==> src/rtl/jsc_pkg.sv <==
package jsc_pkg;
    typedef enum logic {
        PH_MAJOR = 1'b0,
        PH_MINOR = 1'b1
    } phase_t;
endpackage

==> src/rtl/jsc_interval_timer.sv <==
module jsc_interval_timer #(
    parameter int INTERVAL = 5
) (
    input  logic clk,
    input  logic rst,
    input  logic load,
    output logic expired
);
    localparam int CW = (INTERVAL < 1) ? 1 : $clog2(INTERVAL + 1);
    localparam logic [CW-1:0] LOAD_VAL = CW'(INTERVAL);

    logic [CW-1:0] cnt_q;
    logic          busy_q;

    always_ff @(posedge clk) begin
        if (rst) begin
            cnt_q  <= '0;
            busy_q <= 1'b0;
        end else if (load) begin
            cnt_q  <= LOAD_VAL;
            busy_q <= 1'b1;
        end else if (busy_q) begin
            if (cnt_q == '0) begin
                busy_q <= 1'b0;
            end else begin
                cnt_q <= cnt_q - 1'b1;
            end
        end
    end

    assign expired = busy_q && (cnt_q == '0);
endmodule

==> src/rtl/jsc_sequencer.sv <==
module jsc_sequencer
    import jsc_pkg::*;
(
    input  logic clk,
    input  logic rst,
    input  logic car,
    input  logic expired,
    output logic major_on,
    output logic minor_on,
    output logic start
);
    phase_t phase_q, phase_nxt;

    always_ff @(posedge clk) begin
        if (rst) phase_q <= PH_MAJOR;
        else     phase_q <= phase_nxt;
    end

    always_comb begin
        phase_nxt = phase_q;
        unique case (phase_q)
            PH_MAJOR: phase_nxt = car     ? PH_MINOR : PH_MAJOR;
            PH_MINOR: phase_nxt = expired ? PH_MAJOR : PH_MINOR;
        endcase
    end

    always_comb begin
        major_on = 1'b0;
        minor_on = 1'b0;
        start    = 1'b0;
        unique case (phase_q)
            PH_MAJOR: begin
                major_on = 1'b1;
                start    = car;
            end
            PH_MINOR: begin
                minor_on = 1'b1;
            end
        endcase
    end
endmodule

==> src/rtl/junction_signal_ctrl.sv <==
module junction_signal_ctrl #(
    parameter int INTERVAL = 5
) (
    input  logic clk,
    input  logic rst,
    input  logic car_sense,
    output logic major_green,
    output logic minor_green,
    output logic start_pulse
);
    logic tmr_expired;
    logic seq_start;

    jsc_sequencer u_seq (
        .clk      (clk),
        .rst      (rst),
        .car      (car_sense),
        .expired  (tmr_expired),
        .major_on (major_green),
        .minor_on (minor_green),
        .start    (seq_start)
    );

    jsc_interval_timer #(.INTERVAL(INTERVAL)) u_tmr (
        .clk     (clk),
        .rst     (rst),
        .load    (seq_start),
        .expired (tmr_expired)
    );

    assign start_pulse = seq_start;
endmodule

==> config.mk <==
export PLATFORM = sky130hd
export DESIGN_NAME = junction_signal_ctrl
export DESIGN_NICKNAME = d
export VERILOG_FILES = /design/src/rtl/jsc_pkg.sv /design/src/rtl/jsc_interval_timer.sv /design/src/rtl/jsc_sequencer.sv /design/src/rtl/junction_signal_ctrl.sv
export SDC_FILE = /design/constraint.sdc
export NUM_CORES = 1
export LEC_CHECK = 0
export BUFFER_PORTS_ARGS = -buffer_cell sky130_fd_sc_hd__buf_2
export CAP_MARGIN = 30
export CELL_PAD_IN_SITES_DETAIL_PLACEMENT = 1
export CELL_PAD_IN_SITES_GLOBAL_PLACEMENT = 2
export CORE_AREA = 4 4 41 43
export CTS_CLUSTER_SIZE = 16
export DETAILED_ROUTE_END_ITERATION = 7
export DIE_AREA = 0 0 45 47
export MAX_ROUTING_LAYER = met4
export PLACE_DENSITY = 0.63
export SLEW_MARGIN = 20
export SYNTH_ARGS = -nofsm -noshare
export SYNTH_HDL_FRONTEND = slang
export SYNTH_SLANG_ARGS = --single-unit
==> constraint.sdc <==
create_clock -name clk -period 2.1 [get_ports clk]
set_clock_uncertainty 0.15 [all_clocks]
set_input_delay 0.105 -clock clk [delete_from_list [all_inputs] [get_ports clk]]
set_output_delay 0.105 -clock clk [all_outputs]
set_load 0.005 [all_outputs]
# Word-level counts from Yosys, hierarchy flattened
# Index checks and enable logic that the tools add are counted.
# totals
reg_bits,5
in_bits,3
# op_classes
add_sub_neg,1
eq_ne,1
muxes,12
bitwise_logic,2
reduce_logical,6
# op_table
op,count
$mux 3,3
$mux 1,8
$reduce_and 2->1,2
$logic_not 3->1,1
$sub 3x1->3 const B,1
$ne 2x2->1 const B,1
$not 1->1,2
$pmux 1 s2,1
$reduce_bool 2->1,1
$reduce_or 2->1,1
$logic_and 1x1->1,1

# Longest topological paths before layout
# Gate-level depths: netlist of run 1.
# logic_depth
word_depth,4
ltp_mapped,5
ltp_nobuf,5

# Cells and area by module
# A second synthesis of run 1 with hierarchy kept.
# unflattened
hier_cells,28
hier_area_um2,262.8
# modules_own_cells
module,n_inst,cells_per_inst,area_per_inst_um2
jsc_interval_timer,1,23,219.0
jsc_sequencer,1,5,43.8

# Least setup slack after synthesis of run 1
# OpenSTA, ideal clock, no wires.
# synth_path
path_kind,register to register
startpoint,register u_tmr.cnt_q[1]
endpoint,register u_tmr.cnt_q[1]
arrival_time_ns,1.128
path_slack_ns,0.722
path_stages_with_launch,6
n_path_buf,0
cell_sequence,dfxtp_1 inv_1 ha_1 nand2b_4 and3_4 a2111oi_4
# synth_via
elab_chain_cells,3
word_cells_on_any_way,4
# synth_rtl
element,line,source
start: declaration,jsc_interval_timer.sv:12,logic [CW-1:0] cnt_q;
start signal: assignment,jsc_interval_timer.sv:26,cnt_q <= cnt_q - 1'b1;
"parallel branches: the longest is 3 deep, another holds $sub 3x1->3",-,
# Parallel ways; which one is timed is not known.
# A chain may end at the register's enable or synchronous reset.

# Final worst setup path of run 1
# layout_path
startpoint,register u_tmr.cnt_q[0]
endpoint,register u_tmr.cnt_q[1]
# Same word-level chain as after synthesis.

==> results.json, run 1 <==
{
  "wl_per_cell_um": 10.7,
  "yosys_warnings": 0,
  "gr-total-overflow": 0,
  "fillers": 163,
  "numClockSinks": 5,
  "design_area_um2": 353,
  "hold_viol": 0,
  "syn_nets": 32,
  "drv_cap": 0,
  "report.final.slew_viol_count": 0,
  "switching_power_w": 0.0000760,
  "routed_wl_um": 557,
  "tightest_slew_ns": 0.253,
  "period_needed_ns": 1.50,
  "criticalPathCategory": "reg2reg",
  "setup_viol": 0,
  "port_buffers": 5,
  "clock.fmax_ghz": 0.666,
  "grt_pass1_wl_um": 986,
  "avgSynthCellArea_um2": 10.1,
  "cp_max_fo": 4,
  "place_congestion": 0.693,
  "clkPwrFrac_pct": 40.2,
  "dr.pass1.iters": 2,
  "die_y_um": 47,
  "crit_chain": "inv_1 -> ha_1 -> nand2b_4 -> nand2_1 -> a2111oi_4",
  "grt_pass1_vias": 248,
  "drtAntennaViolNets": 0,
  "dieArea_um2": 2120,
  "arrival_ns": 1.49,
  "end_kind": "flop",
  "slowest_stage": "a2111oi_4",
  "worstSetupStartpointType": "flop",
  "critPathMaxStageDelay_ns": 0.37,
  "synth_cells": 27,
  "grt_max_degree": 6,
  "post_synth_num_cell_types": 13,
  "internal_power_w": 0.000203,
  "rsz0062_at_grt": "false",
  "clk_path_buf_depth": 2,
  "cts_root_buf": "clkbuf_4",
  "io_pins": 6,
  "cts_buffers": 3,
  "antenna_found_initial": 0,
  "pwr_density_cell_nw_per_um2": 790,
  "die_w_um": 45,
  "ys_seq_elements": 5,
  "drive_gt1_share_pct": 35.1,
  "coreArea_um2": 1300,
  "initial_core_util_pct": 21.0,
  "ir_worst_vdd_mv": 0.243,
  "post_cts_resized": 0,
  "drtIter0Drc": 1,
  "drc": 0,
  "fin_nets": 43,
  "combPwrFrac_pct": 19.9,
  "seqPwrFrac_pct": 39.9,
  "ys_seq_area_share_pct": 36.7,
  "crit_required_ns": 2.09,
  "setup_tns_ns": 0,
  "slew_headroom_pct": 83.1,
  "leakagePower_nw": 0.155,
  "h-tree-depth": 1,
  "hold_path.class": "in2reg",
  "grt_usage_pct": 7.09,
  "place_area_um2": 317,
  "std_cell_rows": 13,
  "n_antenna_cell": 0,
  "cts_tree": "done",
  "area_delta_synth_final_pct": 29.4,
  "switching_share_pct": 27.2,
  "viasPerCell": 4.13,
  "clk_latency_ns": 0.24,
  "num_vias": 215,
  "status": "complete, no violations",
  "finalCritPeriodShare_pct": 71.5,
  "clk_pin_slew_worst_paths_ns": 0.05,
  "syn_area_um2": 273,
  "dp_hpwl_um": 475
}
-- state kept, by name, summed over array words and instances (netlist names) --
| name | cells |
|---|---|
| u_tmr.cnt_q | 3 |
| u_tmr.busy_q | 1 |
| u_seq.phase_q | 1 |
-- synthesized netlist by cell type --
cell,n,area [um2]
a211oi_1,1,7.51
and4_2,1,10.0
mux2i_1,1,10.0
dfxtp_1,5,100
nor2_1,2,7.51
nand2_1,2,7.51
and3_4,1,11.3
a2111oi_4,1,27.5
o21ai_0,1,5.00
ha_1,2,25.0
nand2b_4,2,27.5
inv_1,5,18.8
a21oi_1,3,15.0
-- repair_timing --
action,CTS,global route
hold buffers,1,0
buffers inserted,0,0
endpoints found under the hold margin,5,0
-- layout by cell type (no fill, tap or decap) --
master | synthesis | layout
nor2_1 | 2 | 2
a2111oi_4 | 1 | 1
nand2b_4 | 2 | 2
and4_2 | 1 | 1
buf_2 | 0 | 5
a21oi_1 | 3 | 3
clkbuf_4 | 0 | 3
a211oi_1 | 1 | 1
nand2_1 | 2 | 2
and3_4 | 1 | 1
ha_1 | 2 | 2
mux2i_1 | 1 | 1
dfxtp_1 | 5 | 5
dlygate4sd3_1 | 0 | 1
clkbuf_1 | 0 | 1
inv_1 | 5 | 5
o21ai_0 | 1 | 1
-- worst max-delay path, delay by kind of cell, from the launching register on --
family / cells / cell delay (ns)
simple gates: 2 / 0.22
flops: 1 / 0.35
compound gates: 1 / 0.37
fa+ha+maj: 1 / 0.24
buf+inv: 1 / 0.07
-- final cells by class --
| class | count | area [um2] | area share (%) |
|---|---|---|---|
| clock buffer | 4 | 26.3 | 7.45 |
| inverter | 5 | 18.8 | 5.32 |
| multi-input combinational | 17 | 154 | 43.6 |
| sequential | 5 | 100 | 28.4 |
| tap | 15 | 18.8 | 5.32 |
| timing repair buffer | 6 | 35.0 | 9.93 |
-- metrics by stage --
step / cells / hold WS, ns / utilization (%) / total power (W) / setup WS (ns)
final: 52 / 0.00993 / 27.1 / 0.000279 / 0.598
after floorplan: 27 / 0.0241 / - / 0.000150 / 0.722
after detailed placement: 47 / 0.213 / 24.3 / 0.000168 / 0.592
after global placement: 47 / 0.209 / 24.3 / 0.000165 / 0.663
after CTS: 52 / 0.00980 / 27.1 / 0.000285 / 0.579
after global routing: 52 / 0.0154 / 27.1 / 0.000296 / 0.518
-- power by group through the flow --
stage / Sequential (W) / Clock, W / Combinational (W)
3_3_place_gp: 0.000112 / 0 / 0.0000527
6_report: 0.000111 / 0.000112 / 0.0000554
2_1_floorplan: 0.000111 / 0 / 0.0000386
5_1_grt: 0.000113 / 0.000121 / 0.0000622
4_1_cts: 0.000111 / 0.000116 / 0.0000572
3_5_place_dp: 0.000113 / 0 / 0.0000556
-- routing by layer --
metal | part of all wire (%) | vias up | track usage, %
met3 | 3.2 | 2 | 2.30
met1 | 35 | 98 | 5.44
met2 | 60 | 5 | 13.6
li1 | - | 110 | -
met4 | 1.4 | 0 | 5.26
met5 | 0 | - | -
-- kinds of logic (layout without fill, tap and decap cells) --
kind of cell,after synthesis,count (layout),share of synthesized area (%)
flops,5,5,36.7
simple gates,8,8,23.4
mux,1,1,3.67
fa+ha+maj,2,2,9.17
compound gates,6,6,20.2
buf+inv,5,15,6.88
-- path summary, 6_finish.rpt --
kind,from,endpoint,slack [ns],cells after the start
worst max-delay path,u_tmr.cnt_q[0]$_SDFFE_PP0P_,u_tmr.cnt_q[1]$_SDFFE_PP0P_,0.60,5
worst min-delay path,car_sense,u_seq.phase_q$_SDFF_PP0_,0.01,3
worst max register to register,u_tmr.cnt_q[0]$_SDFFE_PP0P_,u_tmr.cnt_q[1]$_SDFFE_PP0P_,0.60,5
worst min register to register,u_seq.phase_q$_SDFF_PP0_,u_seq.phase_q$_SDFF_PP0_,0.37,2
Power figures use the tool's default switching activity.
==> inputs of run 2 (changes only) <==
--- a/config.mk
+++ b/config.mk
@@ -5,6 +5,7 @@
 export SDC_FILE = /design/constraint.sdc
 export NUM_CORES = 1
 export LEC_CHECK = 0
+export ABC_AREA = 1
 export BUFFER_PORTS_ARGS = -buffer_cell sky130_fd_sc_hd__buf_2
 export CAP_MARGIN = 30
 export CELL_PAD_IN_SITES_DETAIL_PLACEMENT = 1
@@ -14,7 +15,7 @@
 export DETAILED_ROUTE_END_ITERATION = 7
 export DIE_AREA = 0 0 45 47
 export MAX_ROUTING_LAYER = met4
-export PLACE_DENSITY = 0.63
+export PLACE_DENSITY = 0.68
 export SLEW_MARGIN = 20
 export SYNTH_ARGS = -nofsm -noshare
 export SYNTH_HDL_FRONTEND = slang
==> constraint.sdc (replaced) <==
create_clock -name clk -period 1.34 [get_ports clk]
set_clock_uncertainty 0.15 [all_clocks]
set_input_delay 0.067 -clock clk [delete_from_list [all_inputs] [get_ports clk]]
set_output_delay 0.067 -clock clk [all_outputs]
set_load 0.005 [all_outputs]
==> run 2 against run 1 <==
Wire length up 2.2%. Setup slack worse by 0.47 ns. Highest routed layer is now met3. Sequential share of layout area up 0.41 points. Die area unchanged. Final cell count up 17%. Hold slack worse by 0.0051 ns. Critical path depth up 3. Core utilization down 0.38 points. Sequential power up 56%. Register-to-register slack worse by 0.47 ns. Combinational power up 65%.
==> results.json, run 2 <==
{
  "status": "complete, no violations",
  "initial_core_util_pct": 19.6,
  "cts_root_buf": "clkbuf_4",
  "cts_tree": "done",
  "viasPerCell": 4.03,
  "num_vias": 246,
  "yosys_warnings": 0,
  "dpl_worst_slack_ns": 0.0625,
  "r2r_setup_slack_ns": 0.13,
  "dieArea_um2": 2120,
  "tightest_slew_ns": 0.182,
  "die_w_um": 45,
  "syn_area_um2": 255,
  "layout_common_cells": "7 x nand2_1, 5 x inv_1, 5 x buf_2, 5 x dfxtp_1, 4 x nand3_1",
  "ys_seq_elements": 5,
  "grt_pass1_wl_um": 1010,
  "slowest_stage": "dfxtp_1",
  "clock.fmax_ghz": 0.828,
  "postLayoutCoreUtil_pct": 26.7,
  "grt_usage_pct": 7.03,
  "antenna_found_initial": 0,
  "yosysMostFrequentCell": "nand2_1",
  "drtIter0Drc": 3,
  "std_cell_rows": 13,
  "fin_nets": 52,
  "netlist.area_leader.share_pct": 39.2,
  "slew_headroom_pct": 87.8,
  "yosys.area.top_type": "dfxtp_1",
  "synth_cells": 36,
  "finalCritPeriodShare_pct": 90.2,
  "criticalPathCategory": "reg2reg",
  "largest_register": "u_tmr.cnt_q",
  "fillers": 176,
  "wl_per_cell_um": 9.33,
  "hold_viol": 0,
  "crit_chain": "inv_1 -> ha_4 -> nand2_2 -> nand3_1 -> nand2_1 -> inv_1 -> nor2_1 -> nor2_1",
  "final_common_cell": "nand2_1",
  "h-tree-depth": 1,
  "routed_wl_um": 569,
  "crit_required_ns": 1.33,
  "setup_tns_ns": 0,
  "die_y_um": 47,
  "synth_common_cells": "7 x nand2_1, 6 x inv_1, 5 x dfxtp_1",
  "avgSynthCellArea_um2": 7.09,
  "dr.pass1.iters": 2,
  "hold_path.class": "in2reg",
  "end_kind": "flop",
  "dp_hpwl_um": 430,
  "layout_setup_ws_ns": 0.132,
  "clk_latency_ns": 0.24,
  "ys_seq_area_share_pct": 39.2,
  "critical_path.top_delay_family": "simple AND/OR/NAND/NOR gates",
  "async_flop_share_pct": 0,
  "drtAntennaViolNets": 0,
  "final_cells": 61,
  "finalPower_w": 0.000442,
  "dp.cells": 56,
  "top_regs": "u_tmr.cnt_q: 3 flops, u_seq.phase_q: 1 flops, u_tmr.busy_q: 1 flops",
  "post_synth_num_cell_types": 11,
  "clk_pin_slew_worst_paths_ns": 0.05,
  "setup_viol": 0,
  "io_pins": 6,
  "area_delta_synth_final_pct": 36.3,
  "cts_buffers": 3,
  "ir_worst_vdd_mv": 0.265,
  "cp_max_fo": 4,
  "drv_cap": 0,
  "n_antenna_cell": 0,
  "place_congestion": 0.651,
  "pwr_density_cell_nw_per_um2": 1270,
  "clk_path_buf_depth": 2,
  "port_buffers": 5,
  "post_cts_buffers": 0,
  "dominantRegCellSynth": "dfxtp_1",
  "synth_edf_count": 0,
  "drive_gt1_share_pct": 32.6,
  "arrival_ns": 1.20,
  "synthTopCellsByArea": "dfxtp_1 39%, nand2_1 10%, ha_1 9.8%",
  "leakagePower_nw": 0.170,
  "grt_max_degree": 7,
  "worstSetupStartpointType": "flop",
  "numClockSinks": 5,
  "drc": 0,
  "period_needed_ns": 1.21,
  "rsz0062_at_grt": "false",
  "gr-total-overflow": 0,
  "report.final.slew_viol_count": 0,
  "critPathMaxStageDelay_ns": 0.30,
  "path_buf_inv": 2,
  "grt_pass1_vias": 240,
  "largest_reg_flops": 3,
  "syn_nets": 41,
  "coreArea_um2": 1300
}
-- run 2: changes by cell type in the layout (fill, tap and decap cells not counted), moves of 2 or more --
cell	previous run	this run
nand2_2	0	2
nand2b_4	2	0
nand2_1	2	7
nand3_1	0	4
inv_2	0	3
-- run 2: worst paths after layout --
check / end / depth (start not counted) / start
min reg2reg: u_tmr.cnt_q[0]$_SDFFE_PP0P_ / 2 / u_tmr.cnt_q[0]$_SDFFE_PP0P_
min: u_tmr.busy_q$_SDFF_PP0_ / 3 / car_sense
max reg2reg: u_tmr.cnt_q[2]$_SDFFE_PP0P_ / 8 / u_tmr.cnt_q[1]$_SDFFE_PP0P_
max: u_tmr.cnt_q[2]$_SDFFE_PP0P_ / 8 / u_tmr.cnt_q[1]$_SDFFE_PP0P_
-- run 2: area by class of cell --
cell class / count / area (um2) / share of cell area (%)
clock buffer: 4 / 26.3 / 7.55
multi-input combinational: 23 / 138 / 39.6
inverter: 8 / 30.0 / 8.63
sequential: 5 / 100 / 28.8
tap: 15 / 18.8 / 5.40
timing repair buffer: 6 / 35.0 / 10.1
-- run 2: cell families after synthesis --
group,synth area share (%)
compound gates,9.31
simple gates,29.9
fa+ha+maj,9.80
flops,39.2
buf+inv,11.8
-- run 2: power breakdown --
group / internal (W) / switching [W]
logic: 0.0000390 / 0.0000523
clock network: 0.000113 / 0.0000654
registers: 0.000163 / 0.00000979
total: 0.000315 / 0.000127
-- run 2: timing repair --
item	in CTS	in global routing
endpoints found under the hold margin	4	0
endpoints found under the setup margin	0	2
hold buffers	1	0
resized for setup	0	3
-- run 2: metal layers --
layer	GRT usage [%]	wire (um)	up-vias
li1	-	-	132
met1	8.90	283	108
met2	9.04	247	6
met3	2.30	38	0
met4	5.26	0	0
met5	-	0	-
-- run 2: worst min-delay path, cell delays in order --
cell     delay (ns)
buf_2          0.10
nand2_2        0.11
a21oi_1        0.07
-- run 2: stage by stage --
step | hold WS, ns | area (um2)
3_3_place_gp | 0.152 | 299
5_1_grt | 0.0343 | 348
6_report | 0.00482 | 348
4_1_cts | 0.00436 | 335
2_1_floorplan | -0.0139 | 255
3_5_place_dp | 0.150 | 299
